$ cat src/rtl/secded_pkg.sv
package secded_pkg;
    localparam int DATA_W  = 64;
    localparam int CHECK_W = 8;
    localparam int WORD_W  = DATA_W + CHECK_W;

    typedef logic [DATA_W-1:0][CHECK_W-1:0] col_table_t;
    typedef enum logic [1:0] {ST_RESET = 2'd0, ST_RUN = 2'd1} oreg_state_e;

    function automatic logic group0(input int i);
        return ((i <= 29) && (i % 2 == 1)) || ((i >= 31) && (i <= 55));
    endfunction

    function automatic logic [CHECK_W-1:0] col_code(input int i);
        logic b0;
        int rank;
        int n;
        logic [CHECK_W-1:0] c;
        b0   = group0(i);
        rank = 0;
        n    = 0;
        for (int k = 0; k < i; k++)
            if (group0(k) == b0) rank++;
        for (int v = 0; v < (1 << CHECK_W); v++) begin
            c = CHECK_W'(v);
            if ((c[0] == b0) && ($countones(c) % 2 == 1) && ($countones(c) >= 3)) begin
                if (n == rank) return c;
                n++;
            end
        end
        return '0;
    endfunction

    function automatic col_table_t col_table();
        col_table_t t;
        for (int i = 0; i < DATA_W; i++) t[i] = col_code(i);
        return t;
    endfunction
endpackage

$ cat src/rtl/secded_encoder.sv
module secded_encoder
    import secded_pkg::*;
(
    input  logic [DATA_W-1:0]  data,
    output logic [CHECK_W-1:0] check
);
    localparam col_table_t COLS = col_table();

    for (genvar j = 0; j < CHECK_W; j++) begin : g_grp
        logic [DATA_W-1:0] mask;
        for (genvar i = 0; i < DATA_W; i++) begin : g_bit
            assign mask[i] = COLS[i][j];
        end
        assign check[j] = ^(data & mask);
    end
endmodule

$ cat src/rtl/secded_syndrome.sv
module secded_syndrome
    import secded_pkg::*;
(
    input  logic [WORD_W-1:0]  word,
    output logic [CHECK_W-1:0] syn
);
    logic [CHECK_W-1:0] regen;

    secded_encoder u_regen (
        .data  (word[DATA_W-1:0]),
        .check (regen)
    );

    assign syn = regen ^ word[WORD_W-1:DATA_W];
endmodule

$ cat src/rtl/secded_corrector.sv
module secded_corrector
    import secded_pkg::*;
(
    input  logic [DATA_W-1:0]  raw,
    input  logic [CHECK_W-1:0] syn,
    output logic [DATA_W-1:0]  fixed,
    output logic               single,
    output logic               double
);
    localparam col_table_t COLS = col_table();

    logic [DATA_W-1:0] flip;
    logic              odd;

    for (genvar i = 0; i < DATA_W; i++) begin : g_dec
        assign flip[i] = (syn == COLS[i]);
    end

    always_comb begin
        odd    = ^syn;
        single = odd;
        double = (syn != '0) && !odd;
        fixed  = odd ? (raw ^ flip) : raw;
    end
endmodule

$ cat src/rtl/secded_codec.sv
module secded_codec
    import secded_pkg::*;
#(
    parameter bit REG_OUT = 1'b1
) (
    input  logic                clk,
    input  logic                rst_n,
    input  logic [DATA_W-1:0]   wr_data,
    output logic [CHECK_W-1:0]  enc_check,
    input  logic [WORD_W-1:0]   rd_word,
    output logic [DATA_W-1:0]   rd_data,
    output logic                err_single,
    output logic                err_double,
    output logic [CHECK_W-1:0]  rd_syndrome
);
    logic [CHECK_W-1:0] c_check;
    logic [CHECK_W-1:0] c_syn;
    logic [DATA_W-1:0]  c_data;
    logic               c_single;
    logic               c_double;

    secded_encoder u_enc (
        .data  (wr_data),
        .check (c_check)
    );

    secded_syndrome u_syn (
        .word (rd_word),
        .syn  (c_syn)
    );

    secded_corrector u_cor (
        .raw    (rd_word[DATA_W-1:0]),
        .syn    (c_syn),
        .fixed  (c_data),
        .single (c_single),
        .double (c_double)
    );

    if (REG_OUT) begin : g_reg
        oreg_state_e state_q, state_d;

        always_ff @(posedge clk or negedge rst_n) begin
            if (!rst_n) state_q <= ST_RESET;
            else        state_q <= state_d;
        end

        always_comb begin
            state_d = state_q;
            unique case (state_q)
                ST_RESET: state_d = ST_RUN;
                ST_RUN:   state_d = ST_RUN;
                default:  state_d = ST_RESET;
            endcase
        end

        always_ff @(posedge clk or negedge rst_n) begin
            if (!rst_n) begin
                enc_check   <= '0;
                rd_data     <= '0;
                err_single  <= 1'b0;
                err_double  <= 1'b0;
                rd_syndrome <= '0;
            end else begin
                enc_check   <= c_check;
                rd_data     <= c_data;
                err_single  <= c_single;
                err_double  <= c_double;
                rd_syndrome <= c_syn;
            end
        end

        // registered outputs follow the previous cycle's result
        a_r8_one_cycle: assert property (@(posedge clk) disable iff (!rst_n)
            (state_q == ST_RUN) |=> (rd_syndrome == $past(c_syn)));
    end else begin : g_comb
        assign enc_check   = c_check;
        assign rd_data     = c_data;
        assign err_single  = c_single;
        assign err_double  = c_double;
        assign rd_syndrome = c_syn;
    end

    // single and double flags are exclusive
    a_r9_flags_exclusive: assert property (@(posedge clk) disable iff (!rst_n)
        !(c_single && c_double));
    // clean word gives no flag and untouched data
    a_r2_clean_pass: assert property (@(posedge clk) disable iff (!rst_n)
        (c_syn == '0) |-> (!c_single && !c_double && c_data == rd_word[DATA_W-1:0]));
    // unit syndrome means a check-bit fault, data passes through
    a_r4_check_fault: assert property (@(posedge clk) disable iff (!rst_n)
        ($countones(c_syn) == 1) |-> (c_single && c_data == rd_word[DATA_W-1:0]));
    // double error never alters data
    a_r5_double_hold: assert property (@(posedge clk) disable iff (!rst_n)
        c_double |-> (c_data == rd_word[DATA_W-1:0]));
    // a correction inverts at most one data bit
    a_r3_one_flip: assert property (@(posedge clk) disable iff (!rst_n)
        $onehot0(c_data ^ rd_word[DATA_W-1:0]));
endmodule

$ cat config.mk
export PLATFORM = sky130hd
export DESIGN_NAME = secded_codec
export DESIGN_NICKNAME = d
export VERILOG_FILES = /design/src/rtl/secded_pkg.sv /design/src/rtl/secded_encoder.sv /design/src/rtl/secded_syndrome.sv /design/src/rtl/secded_corrector.sv /design/src/rtl/secded_codec.sv
export SDC_FILE = /design/constraint.sdc
export NUM_CORES = 1
export LEC_CHECK = 0
export BUFFER_PORTS_ARGS = -buffer_cell sky130_fd_sc_hd__buf_2
export CORE_AREA = 2 2 118 149
export CTS_BUF_LIST = sky130_fd_sc_hd__clkbuf_4 sky130_fd_sc_hd__clkbuf_8
export DETAILED_ROUTE_END_ITERATION = 8
export DIE_AREA = 0 0 120 151
export HOLD_SLACK_MARGIN = 0.15
export PLACE_DENSITY = 0.73
export REMOVE_ABC_BUFFERS = 1
export SYNTH_ARGS = -nofsm -noshare
export SYNTH_HDL_FRONTEND = slang
export SYNTH_SLANG_ARGS = --single-unit
$ cat constraint.sdc
create_clock -name clk -period 0.8 [get_ports clk]
set_input_delay 0.12 -clock clk [delete_from_list [all_inputs] [get_ports clk]]
set_output_delay 0.12 -clock clk [all_outputs]
set_load 0.02 [all_outputs]
# Yosys cells after proc, flatten, opt, wreduce, memory -nomap -nowiden
# Cells that the tools add are included.
dict set report word_totals {
  wordCells 92
  reg_bits 82
}
dict set report classes {
  n_mux 1
  n_eq_ne 64
  n_reduce_logical 20
  bitwise 2
}
# cell n
set op_table {}
lappend op_table {{$reduce_xor A64 Y1} 16}
lappend op_table {{$eq A8 B7 Y1 const B} 29}
lappend op_table {{$eq A8 B6 Y1 const B} 15}
lappend op_table {{$eq A8 B8 Y1 const B} 9}
lappend op_table {{$mux W64} 1}
lappend op_table {{$xor A64 B64 Y64} 1}
lappend op_table {{$eq A8 B5 Y1 const B} 7}
lappend op_table {{$eq A8 B4 Y1 const B} 3}
lappend op_table {{$eq A8 B3 Y1 const B} 1}
lappend op_table {{$reduce_bool A8 Y1} 1}
lappend op_table {{$reduce_xor A8 Y1} 1}
lappend op_table {{$xor A8 B8 Y8} 1}
lappend op_table {{$logic_and A1 B1 Y1} 1}
lappend op_table {{$logic_not A1 Y1} 1}

# Logic depth before layout (Yosys ltp)
# Gate-level depths: netlist of run 1.
dict set report logic_depth {
  depth_word 5
  depth_mapped 14
  depth_no_buf 12
}

# Cells and area by module
# A second synthesis of run 1 with hierarchy kept.
dict set report unflattened {
  hier_cells 556
  area_unflattened_um2 6088.3
}
# module instances area_each_um2 cells_per_inst
set modules_own_cells {}
lappend modules_own_cells {secded_encoder 2 1251.2 131}
lappend modules_own_cells {secded_codec 1 2052.0 82}
lappend modules_own_cells {secded_corrector 1 1463.9 204}
lappend modules_own_cells {secded_syndrome 1 70.1 8}

# Worst setup path before layout of run 1
# OpenSTA, ideal clock, no wires.
dict set report synth_path {
  path_kind {input-to-reg}
  from {input port rd_word[45]}
  to {register rd_data[47]}
  required_time_ps 677
  arrival_ps 3170
  cell_stages 11
  path_slack_ps -2493
  cell_sequence {xnor2_1 xnor3_1 xnor2_1 xnor2_1 xor2_1 ha_1 xnor2_1 xnor3_1 xnor2_2 or4b_1 xnor2_1}
}
dict set report synth_via {
  elab_chain_cells 5
  word_cells_on_any_way 10
  cone_classes {1 x eq/ne; 1 x mux; 2 x bitwise; 6 x reduce/logical}
}
# element line
set synth_rtl {}
lappend synth_rtl {{from (decl)} secded_codec.sv:10} ;# input logic [WORD_W-1:0] rd_word,
lappend synth_rtl {{$reduce_xor A64 Y1} secded_encoder.sv:14} ;# assign check[j] = ^(data & mask);
lappend synth_rtl {{$xor A8 B8 Y8 *} secded_syndrome.sv:14} ;# assign syn = regen ^ word[WORD_W-1:DATA_W];
lappend synth_rtl {{$eq A8 B8 Y1} secded_corrector.sv:16} ;# assign flip[i] = (syn == COLS[i]);
lappend synth_rtl {{$xor A64 B64 Y64} secded_corrector.sv:23} ;# fixed = odd ? (raw ^ flip) : raw;
lappend synth_rtl {{$mux W64 *} secded_corrector.sv:23}
lappend synth_rtl {{named net c_data[47]} secded_codec.sv:18} ;# logic [DATA_W-1:0] c_data;
lappend synth_rtl {{to (signal assigned)} secded_codec.sv:66} ;# rd_data <= c_data;
lappend synth_rtl {{to (decl)} secded_codec.sv:11} ;# output logic [DATA_W-1:0] rd_data,
# Mark *: on every way through the listed nets, which the timed path passes. The rest lies on a longest branch.

# Final worst setup path of run 1
dict set report layout_path {
  from {input port rd_word[53]}
  to {register rd_data[49]}
}
# Same word-level chain as after synthesis.

==> flow_summary.json, run 1 <==
{
  "status": "finished, violations left",
  "violations": "setup timing",
  "rsz0062_at_grt": "true",
  "syn_area_sq_um": 6270,
  "final_cell_mix": "buf_4 (203), buf_6 (165), xnor2_1 (88)",
  "whs_path_depth": 3,
  "irDropWorstVdd_v": 0.00489,
  "setup_ws_ns": -2.73,
  "seq_area_frac_synth_pct": 32.7,
  "cap_violations": 0,
  "portBuffers": 219,
  "cp.depth": 14,
  "crit_top_cell": "xnor2_2",
  "cts_root_buffer": "clkbuf_8",
  "nets": 1171,
  "end_kind": "register",
  "synth_seq_cells": 82,
  "first_global_vias": 6879,
  "cts.clk_slew.worst_paths_ns": 0.08,
  "fmax_mhz": 283,
  "yosys_warnings": 0,
  "drv_slew": 0,
  "final_layout_size_suffix_gt1_share_pct": 69.1,
  "drtIter0Drc": 632,
  "power.density_nw_per_um2": 5050,
  "period_minus_slack_ns": 3.53,
  "wl_per_cell_um": 27.0,
  "overflow": 0,
  "crit_type": "input pin to register",
  "yosysTopAreaCell": "dfrtp_1",
  "cts_tree": "built",
  "grt_start_max_net_pins": 31,
  "finalHoldViolCount": 0,
  "cpMaxStageDelayCell": "xnor3_2",
  "cp.arrival_ns": 3.81,
  "path_cells": "buf_6 -> xnor2_1 -> buf_4 -> xnor2_2 -> xor2_1 -> xnor3_2 -> xnor2_2 -> ha_1 -> xnor2_2 -> xnor3_2 -> xnor2_4 -> buf_6 -> nand4_1 -> xnor2_1",
  "viasPerCell": 5.46,
  "final_design_area_no_fill_sq_um": 13000,
  "totalPowerFinal_uw": 65700,
  "dr.pass1.iters": 8,
  "ios": 220,
  "gp_congestion": 0.926,
  "setup_viol": 164,
  "worstPathRequired_ns": 1.07,
  "core_area_sq_um": 16600,
  "route.vias.total": 6851,
  "cp_max_fo": 5,
  "dp_worst_setup_slack_ns": -2.87,
  "std_cell_rows": 53,
  "place_area_sq_um": 9270,
  "dp_hpwl_mm": 17.6,
  "hold_path_class": "input pin to register",
  "synth_top_area_share_pct": 32.7,
  "antenna_found_initial": 4,
  "synth.area.top_cells": "dfrtp_1 (33%), xnor2_1 (28%), xor2_1 (14%)",
  "fillers": 788,
  "period_share_pct": 441,
  "syn-instance-count": 540,
  "slew_headroom_pct": 43.1,
  "htree_levels": 3,
  "drtAntennaViolNets": 0,
  "critPathBufInv": 3,
  "critPathTopFamily": "XOR/XNOR gates",
  "wirelength_mm": 33.8,
  "slowest_delay_ns": 0.54,
  "clk_path_buf_depth": 2,
  "cts_buffers": 9,
  "die_w_um": 120,
  "track_usage_pct": 28.9,
  "die_area_sq_um": 18100,
  "synth_cell_types": 36,
  "initial_core_util_pct": 37.7,
  "syn_avg_cell_area_sq_um": 11.6,
  "grt_pass1_wl_mm": 38.5,
  "syn2layout_area_growth_pct": 108,
  "drc_errors": 0,
  "cts.sinks": 82,
  "tightest_slew_ns": 0.852,
  "hold-worst-slack_ns": 0.0462,
  "layout_commonest_cell": "buf_4",
  "leakagePower_uw": 0.00616,
  "startpoint_type": "input pin",
  "die_h_um": 151,
  "tns_ns": -193.62
}
-- Yosys cell counts --
master	count
o211ai_2	2
nand4_1	6
nor2_1	2
and2_1	2
nor4b_2	2
nor2_2	1
buf_6	4
nor3_1	30
xnor2_1	198
nor4_2	3
o211ai_1	3
xnor2_2	8
buf_4	2
buf_2	3
xor3_1	3
o311ai_1	1
o2111ai_1	1
nand2_2	1
xor2_2	1
nand3_1	9
xor2_1	98
and3_1	4
inv_2	3
xnor3_2	2
inv_1	7
nand4b_1	1
nor3_2	18
xnor3_1	20
dfrtp_1	82
a2bb2oi_1	1
nor4_1	4
xnor2_4	1
a21oi_1	1
ha_1	5
nand2_1	9
or4b_1	2
-- through the flow --
step	std cells	util [%]
6_report	1255	78.2
5_1_grt	1255	78.2
4_1_cts	1236	69.3
3_5_place_dp	1191	55.7
3_3_place_gp	1191	55.7
2_1_floorplan	531	-
-- final cells by class --
type | instances | area (sq um) | area share, %
clock buffer | 11 | 145 | 1.12
multi-input combinational | 440 | 6120 | 47.0
sequential | 82 | 2050 | 15.8
clock inverter | 5 | 77.6 | 0.596
tap | 220 | 275 | 2.12
inverter | 10 | 55.1 | 0.423
antenna | 2 | 5.00 | 0.0385
timing repair buffer | 485 | 4280 | 32.9
-- power breakdown --
part	internal, uW	leakage (uW)	switching [uW]
sequential	5110	0.000955	461
combinational	25400	0.00509	31100
clock	1870	0.000113	1780
-- worst min-delay path, cell delays in order --
cell and delay, ns:
buf_2 0.10, buf_4 0.11, xor2_1 0.05
-- cells by family after synthesis --
family | Yosys count | synth area share [%]
simple gates | 94 | 9.98
fa+ha+maj | 5 | 0.998
buf+inv | 19 | 1.80
xor+xnor | 331 | 53.2
compound gates | 9 | 1.26
flops | 82 | 32.7
-- worst paths after layout --
path | startpoint | end | slack [ns]
min in group asynchronous | rst_n | rd_data[18] | 0.15
hold / removal | rd_word[56] | rd_data[56] | 0.05
setup / recovery | rd_word[53] | rd_data[49] | -2.73
max in group asynchronous | rst_n | rd_data[19] | 0.21
-- flip-flops by register name, summed over array words and instances, names as in the netlist --
register     cells
rd_syndrome      8
err_double       1
enc_check        8
err_single       1
rd_data         64
-- layer usage --
layer	track usage (%)	vias up	share of wire (%)
li1	-	2738	-
met4	20.9	4	8.4
met2	54.7	571	52
met1	27.2	3333	31
met3	6.40	205	8.8
met5	0	-	0.059
-- timing repair --
item,in CTS,in global routing
hold buffers,7,4
setup endpoints to repair,163,164
pin swaps,108,123
gates cloned,2,1
setup buffers,25,18
gates resized for setup,387,208
endpoints found under the hold margin,145,54
Note: power is estimated with default switching activity, not from simulation.
==> inputs of run 2 (changes only) <==
--- a/config.mk
+++ b/config.mk
@@ -10,6 +10,7 @@
 export CTS_BUF_LIST = sky130_fd_sc_hd__clkbuf_4 sky130_fd_sc_hd__clkbuf_8
 export DETAILED_ROUTE_END_ITERATION = 8
 export DIE_AREA = 0 0 120 151
+export GPL_TIMING_DRIVEN = 0
 export HOLD_SLACK_MARGIN = 0.15
 export PLACE_DENSITY = 0.73
 export REMOVE_ABC_BUFFERS = 1
==> constraint.sdc (replaced) <==
create_clock -name clk -period 0.8 [get_ports clk]
set_input_delay 0 -clock clk [delete_from_list [all_inputs] [get_ports clk]]
set_output_delay 0 -clock clk [all_outputs]
set_load 0.02 [all_outputs]
==> flow_summary.json, run 2 (same netlist as run 1, synthesis figures left out) <==
{
  "cpMaxStageDelayCell": "xnor3_2",
  "initial_core_util_pct": 37.7,
  "layout_commonest_cell": "buf_6",
  "die_w_um": 120,
  "overflow": 0,
  "setup_ws_ns": -2.44,
  "dp_worst_setup_slack_ns": -3.63,
  "first_global_vias": 6555,
  "dr.pass1.iters": 5,
  "viasPerCell": 5.58,
  "critPathBufInv": 3,
  "cts_tree": "built",
  "syn2layout_area_growth_pct": 89.3,
  "finalHoldViolCount": 0,
  "drc_errors": 0,
  "fillers": 917,
  "violations": "capacitance limit, slew limit, setup timing",
  "std_cell_rows": 53,
  "grt_pass1_wl_mm": 39.1,
  "track_usage_pct": 29.4,
  "cp_max_fo": 8,
  "grt_start_max_net_pins": 68,
  "cp.arrival_ns": 3.52,
  "htree_levels": 3,
  "final_cell_mix": "buf_6 (129), xnor2_1 (100), buf_2 (92)",
  "cts_buffers": 9,
  "portBuffers": 219,
  "fmax_mhz": 309,
  "tightest_slew_ns": 1.51,
  "die_h_um": 151,
  "cts.sinks": 82,
  "rsz0062_at_grt": "true",
  "tns_ns": -164.62,
  "dp_hpwl_mm": 15.2,
  "stdcell_count": 1124,
  "cts.clk_slew.worst_paths_ns": 0.12,
  "drtAntennaViolNets": 0,
  "worstPathRequired_ns": 1.08,
  "regMostFlops": "rd_data",
  "final_layout_size_suffix_gt1_share_pct": 58.2,
  "largest_reg_flops": 64,
  "gp_congestion": 0.937,
  "drv_slew": 5,
  "antenna_cells": 0,
  "period_share_pct": 404,
  "drtIter0Drc": 550,
  "critPathTopFamily": "XOR/XNOR gates",
  "cap_violations": 1,
  "clk_path_buf_depth": 2,
  "die_area_sq_um": 18100,
  "ios": 220,
  "path_cells": "buf_2 -> xor2_1 -> xnor3_2 -> xnor2_4 -> xnor2_2 -> xor2_1 -> ha_1 -> xnor2_2 -> xnor3_2 -> buf_6 -> xnor2_4 -> buf_12 -> nor4_4 -> xor2_2",
  "slew_headroom_pct": -0.971,
  "setup_viol": 162,
  "route.vias.total": 6271,
  "crit_type": "input pin to register",
  "wl_per_cell_um": 27.0,
  "antenna_found_initial": 2,
  "hold_buffers": 66,
  "slowest_delay_ns": 0.53,
  "core_area_sq_um": 16600,
  "hold_path_class": "input pin to async pin",
  "largestRegisters": "rd_data: 64 flops, enc_check: 8 flops, rd_syndrome: 8 flops",
  "cts_root_buffer": "clkbuf_8",
  "dpl.cell_count": 972,
  "period_minus_slack_ns": 3.24,
  "startpoint_type": "input pin",
  "nets": 1042,
  "end_kind": "register",
  "status": "finished, violations left",
  "wirelength_mm": 30.3
}
run 2: changes by cell type in the layout (fill, tap and decap cells not counted), moves of 7 or more:
cell,delta
buf_2,+7
buf_4,-154
buf_6,-36
dlygate4sd3_1,+55
xnor2_1,+12
xnor2_4,-14
run 2: cell type report:
| type | instances | area, sq um | share of cell area (%) |
|---|---|---|---|
| repair buffers | 356 | 3320 | 28.0 |
| clock inverters | 7 | 83.8 | 0.707 |
| clock buffers | 9 | 124 | 1.04 |
| flip-flops and latches | 82 | 2050 | 17.3 |
| well taps | 220 | 275 | 2.32 |
| inverters | 10 | 57.6 | 0.485 |
| multi-input cells | 440 | 5950 | 50.1 |
run 2: path summary, 6_finish.rpt:
| path | startpoint | end | depth (start not counted) |
|---|---|---|---|
| setup / recovery | rd_word[59] | rd_data[58] | 14 |
| hold / removal | rst_n | rd_data[39] | 2 |
| max in group asynchronous | rst_n | rd_data[3] | 3 |
| min in group clk | rd_word[71] | rd_syndrome[7] | 4 |
run 2: per-stage QoR:
stage,utilization (%),hold WS [ns],instance area (sq um)
global placement,45.4,0.215,7560
CTS,65.6,0.0189,10900
floorplan,-,-0.296,6190
finish,71.3,0.0294,11900
global route,71.3,0.0478,11900
detailed placement,45.9,-0.120,7640
run 2: metal layers:
layer  vias up  track usage, %  share of wire (%)
li1       2476               -                  -
met1      3051            29.0                 32
met2       570            54.8                 51
met3       170            6.29                9.0
met4         4            20.1                8.3
met5         -               0              0.079
run 2: repair_timing:
action                                 4_1_cts  5_1_grt
pin swaps                                  123      118
endpoints found under the hold margin      150       17
setup endpoints to repair                  163      163
cloned                                       3        2
buffers inserted                            42       32
gates resized for setup                    418      138
Power of run 2 is not shown: default switching activity piles up to over one toggle a cycle in this logic, so the estimate is an artifact.
